$ cat config.mk
export PLATFORM = sky130hd
export DESIGN_NAME = keycode_collector
export DESIGN_NICKNAME = d
export VERILOG_FILES = /design/src/rtl/keyentry_pkg.sv /design/src/rtl/ke_edge.sv /design/src/rtl/ke_tally.sv /design/src/rtl/ke_shift.sv /design/src/rtl/keycode_collector.sv
export SDC_FILE = /design/constraint.sdc
export NUM_CORES = 1
export LEC_CHECK = 0
export ABC_AREA = 1
export CAP_MARGIN = 20
export CORE_MARGIN = 3
export CORE_UTILIZATION = 54
export CTS_CLUSTER_DIAMETER = 100
export DETAILED_ROUTE_END_ITERATION = 6
export PLACE_DENSITY = 0.82
export SYNTH_ARGS = -nofsm -noshare
export SYNTH_HDL_FRONTEND = slang
export SYNTH_SLANG_ARGS = --single-unit
$ cat constraint.sdc
create_clock -name clk -period 3.87 [get_ports clk]
set_clock_uncertainty 0.05 [all_clocks]
set_input_delay 0.774 -clock clk [delete_from_list [all_inputs] [get_ports clk]]
set_output_delay 0.774 -clock clk [all_outputs]
set_load 0.005 [all_outputs]
$ cat src/rtl/keyentry_pkg.sv
package keyentry_pkg;
  localparam int unsigned KE_DIGIT_W    = 4;
  localparam int unsigned KE_NUM_DIGITS = 4;

  function automatic int unsigned ke_count_w(input int unsigned n);
    return $clog2(n + 1);
  endfunction
endpackage

$ cat src/rtl/ke_edge.sv
module ke_edge (
  input  logic clk,
  input  logic rst,
  input  logic level,
  output logic rise
);
  logic level_q;

  // The level is sampled during reset as well, so an input already high at
  // release shows no edge.
  always_ff @(posedge clk) begin
    level_q <= level;
  end

  assign rise = level & ~level_q & ~rst;

  // an edge cannot repeat on the next cycle
  p_rise_single_r2: assert property (@(posedge clk) disable iff (rst)
    rise |=> !rise);
endmodule

$ cat src/rtl/ke_tally.sv
module ke_tally #(
  parameter int unsigned NUM_DIGITS = 4,
  localparam int unsigned CW = $clog2(NUM_DIGITS + 1)
) (
  input  logic          clk,
  input  logic          rst,
  input  logic          clr,
  input  logic          inc,
  output logic [CW-1:0] count,
  output logic          full
);
  localparam logic [CW-1:0] LIMIT = CW'(NUM_DIGITS);

  always_ff @(posedge clk) begin
    if (rst || clr) begin
      count <= '0;
    end else if (inc && !full) begin
      count <= count + 1'b1;
    end
  end

  assign full = (count == LIMIT);

  // the count never passes the digit limit
  p_count_bound_r3: assert property (@(posedge clk) disable iff (rst)
    count <= LIMIT);
  // once full, only a clear can empty it
  p_full_sticky_r3: assert property (@(posedge clk) disable iff (rst)
    (full && !clr) |=> full);
  // without an increment or clear the count stays put
  p_count_hold_r2: assert property (@(posedge clk) disable iff (rst)
    (!inc && !clr) |=> $stable(count));
endmodule

$ cat src/rtl/ke_shift.sv
module ke_shift #(
  parameter int unsigned DIGIT_W    = 4,
  parameter int unsigned NUM_DIGITS = 4,
  localparam int unsigned CODE_W = DIGIT_W * NUM_DIGITS
) (
  input  logic               clk,
  input  logic               rst,
  input  logic               clr,
  input  logic               shift_en,
  input  logic [DIGIT_W-1:0] din,
  output logic [CODE_W-1:0]  code
);
  logic [DIGIT_W-1:0] slot [NUM_DIGITS];

  // slot[0] holds the newest digit; older digits move toward the top
  for (genvar i = 0; i < NUM_DIGITS; i++) begin : g_slot
    always_ff @(posedge clk) begin
      if (rst || clr) begin
        slot[i] <= '0;
      end else if (shift_en) begin
        if (i == 0) slot[i] <= din;
        else        slot[i] <= slot[(i == 0) ? 0 : i - 1];
      end
    end
    assign code[i*DIGIT_W +: DIGIT_W] = slot[i];
  end

  // a shifted digit lands in the lowest nibble
  p_low_nibble_r4: assert property (@(posedge clk) disable iff (rst)
    (shift_en && !clr) |=> code[DIGIT_W-1:0] == $past(din));
  // with no shift and no clear the entry is frozen
  p_entry_hold_r3: assert property (@(posedge clk) disable iff (rst)
    (!shift_en && !clr) |=> $stable(code));
endmodule

$ cat src/rtl/keycode_collector.sv
module keycode_collector
  import keyentry_pkg::*;
#(
  parameter int unsigned DIGIT_W    = KE_DIGIT_W,
  parameter int unsigned NUM_DIGITS = KE_NUM_DIGITS,
  localparam int unsigned CODE_W = DIGIT_W * NUM_DIGITS,
  localparam int unsigned CW     = $clog2(NUM_DIGITS + 1)
) (
  input  logic               clk,
  input  logic               rst,
  input  logic               key_strobe,
  input  logic [DIGIT_W-1:0] key_value,
  input  logic               ok_press,
  input  logic               clear,
  output logic [CODE_W-1:0]  code_out,
  output logic               code_ready,
  output logic               code_complete
);
  logic          key_rise;
  logic          ok_rise;
  logic          accept;
  logic          entry_clr;
  logic          full;
  logic [CW-1:0] count;
  logic [CODE_W-1:0] entry;

  ke_edge u_key_edge (.clk(clk), .rst(rst), .level(key_strobe), .rise(key_rise));
  ke_edge u_ok_edge  (.clk(clk), .rst(rst), .level(ok_press),   .rise(ok_rise));

  // OK outranks a simultaneous key edge; clear empties the entry
  assign entry_clr = clear | ok_rise;
  assign accept    = key_rise & ~full & ~entry_clr;

  ke_tally #(.NUM_DIGITS(NUM_DIGITS)) u_tally (
    .clk(clk), .rst(rst), .clr(entry_clr), .inc(accept),
    .count(count), .full(full)
  );

  ke_shift #(.DIGIT_W(DIGIT_W), .NUM_DIGITS(NUM_DIGITS)) u_shift (
    .clk(clk), .rst(rst), .clr(entry_clr), .shift_en(accept),
    .din(key_value), .code(entry)
  );

  always_ff @(posedge clk) begin
    if (rst) begin
      code_out      <= '0;
      code_ready    <= 1'b0;
      code_complete <= 1'b0;
    end else begin
      code_ready <= ok_rise;
      if (ok_rise) begin
        code_out      <= entry;
        code_complete <= (count == CW'(NUM_DIGITS));
      end
    end
  end

  // the ready pulse lasts a single cycle
  p_ready_once_r5: assert property (@(posedge clk) disable iff (rst)
    code_ready |=> !code_ready);
  // every OK edge is answered by a ready pulse
  p_ok_answer_r5: assert property (@(posedge clk) disable iff (rst)
    ok_rise |=> code_ready);
  // outputs move only on an OK edge
  p_out_hold_r11: assert property (@(posedge clk) disable iff (rst)
    !ok_rise |=> ($stable(code_out) && $stable(code_complete)));
  // the entry is empty after an OK edge
  p_restart_r7: assert property (@(posedge clk) disable iff (rst)
    ok_rise |=> (entry == '0));
endmodule

==> metrics <==
post-CTS setup buffers=0; Die X=58.2 µm; synthesized flop and latch total=39; Setup WS pre-CTS=490 ps; die height=58.2 µm; io pins=27; clk slew on worst S/H paths=100 ps; Hold Crit Start=u_shift.slot[3][2]; placed cell count=194; CTS tree=built; reg-to-reg endpoint=u_shift.slot[3][3]; Sequential Power Share=65.2%; Sw Pwr=0.150 mW; post-route ant nets=0; Post-Layout Cell Count=202; RSZ-0062 raised after global routing=no; WHS=394 ps; post-synthesis mux area share=0%; Synth Cell Area=roughly 1500 µm²; FF-to-FF Start=u_tally.count[0]; Leakage=0.705 nW; clock network power share=27.5%; CP arrival=2830 ps; Startpoint Class=input pin; Mapped Cells=143; commonest non-fill, non-tap cell in the layout=clkdlybuf4s50_1; Adder-Cell Fraction of Synth Area=around 1.7%; Cell Rows=18; Vias per Instance=about 5; Fin. Hold Viols=0; WL final=2.55 mm; Pre-antenna DRT Iters=4; CTS sink count=39; Worst Hold Class=flop to flop; PostCTS Resize Cnt=0; Max Cap Viol=0; Switching Fraction=between 20% and 30%; fin crit period=3000 ps; combinational share of power=7.3%; final worst slack=a little under 900 ps; share of cells above drive strength 1=about an eighth; nature of the critical path endpoint=flop; Post-Route Utilization=a little over two thirds; placed wire-length estimate=1.76 mm; Hold Buf Count CTS=0; DP Area=1740 µm²; Net Count, Synth=around 150; Fin Setup TNS=0 ps; first-pass GRT wire length=approximately 4.3 mm; Synth Area in Simple Gates=19.4%; Root Buffer=clkbuf_4; R2R Setup Slk=1620 ps; critical-path maximum fanout=21; Synth Area in XOR/XNOR=1.19%; CP Class=input pin to flop; initial antenna violation count=0; die area=3380 µm²; clock latency on the worst-skew pair=330 ps; Core Region=approximately 2500 µm²; most frequent cells in the layout=clkdlybuf4s50_1 (26), inv_1 (23), dfxtp_1 (23), nand3_1 (19), edfxtp_1 (16); Hold Path Sink=code_out[14]; worst hold path depth=2; DR iter-0 viols=47; GRT Util Overall=between 10% and 20%; register area share after synthesis=64.1%; outcome=completed; PwrDens=between 300 and 400 nW/µm²; Slew Limit Fails=0; largest family of logic cells by synthesized area=simple AND/OR/NAND/NOR gates; vias in the first global route=roughly 1,000; R2R cell count=7; Final Instance Area=around 1800 µm²; syn avg cell area=roughly 10 µm²; P&R area growth vs syn=21.6%; total gr overflow=0; drc violations=0; Worst Max-Slew Pin Slew=between 700 and 800 ps; number of I/O port buffers=26; final RePlAce weighted congestion=~0.73; Int Pwr=0.537 mW; Longest Clk Path Bufs=2; largest net degree at the start of global routing=22; relative slew slack=between 50% and 60%; fmax=0.333 GHz; Synth Area in Compound Gates=under 10%; period utilization=77.6%; library cells used by synthesis=19; Peak VDD IR=0.000286 V; Antenna diodes=0; fin nets=182; starting density of the core=58.2%; overall power=0.687 mW; total number of vias=a little over 1,000; wire per inst=12.6 µm; yosys warns=0; Num CTS Buffers=5; CTS H-tree lvls=2; Worst EP required=3700 ps; Final setup viols=0
==> layer usage <==
metal	track usage (%)	vias to the layer above	routed length [µm]
met2	28.4	25	1290
met3	6.90	4	154
li1	-	515	-
met4	7.95	0	36
met1	19.0	471	1070
met5	0	-	0
==> synth_stat cells <==
cell       n  area share, %
dfxtp_1   23             31
inv_1     23            5.9
nand3_1   19            6.5
edfxtp_1  16             33
nand2_1   14            3.6
o21ai_0   13            4.4
nor2_2     9            3.8
nor2_1     8            2.0
a21oi_1    3            1.0
buf_2      3            1.0
ha_1       2            1.7
nand2_2    2           0.85
xor2_1     2            1.2
buf_6      1           0.77
clkbuf_1   1           0.26
inv_2      1           0.26
nand3_2    1           0.68
nand3_4    1            1.2
nor2_4     1           0.77
==> power groups by stage <==
stage                     Combinational (mW)  Sequential (mW)  Clock (mW)
after floorplan                       0.0264            0.457           0
after global placement                0.0485            0.457           0
after detailed placement              0.0504            0.458           0
after CTS                             0.0506            0.448       0.192
after global routing                  0.0555            0.450       0.214
final                                 0.0501            0.448       0.189
==> critical path, stage by stage <==
cell and delay (ps):
clkdlybuf4s50_1 410, inv_2 290, nand3_2 370, nand3_4 370, nand3_1 600
==> registers in the layout, summed over array words and instances, names as in the netlist <==
| name | cells |
|---|---|
| u_shift.slot | 16 |
| code_complete | 1 |
| u_key_edge.level_q | 1 |
| code_ready | 1 |
| u_ok_edge.level_q | 1 |
| u_tally.count | 3 |
| code_out | 16 |
==> worst max-delay path by stage <==
stage               startpoint                 end  slack, ps  cells after the start
CTS                        rst  u_shift.slot[3][1]        850                      5
global placement           rst  u_shift.slot[0][2]        640                      5
finish                     rst  u_shift.slot[3][3]        870                      5
global route               rst  u_shift.slot[3][3]        650                      5
detailed placement         rst  u_shift.slot[0][2]        490                      5
floorplan                  rst  u_shift.slot[0][0]       1730                      5
==> layout make-up <==
type                            instances  area [µm²]
Inverter                               24        90.1
Timing Repair Buffer                   26         260
Sequential cell                        39         941
Clock buffer                            8        48.8
Multi-Input combinational cell         75         408
Tap cell                               30        37.5
Fill cell                             208         737
==> cells by family (layout without fill, tap and decap cells) <==
family,after synthesis,count (layout)
AND/OR/NAND/NOR,55,55
XOR/XNOR,2,2
buffers and inverters,29,58
flip-flops,39,39
adder cells (fa/ha/maj),2,2
AO/OA/AOI/OAI,16,16
(Power assumes the default switching activity.)
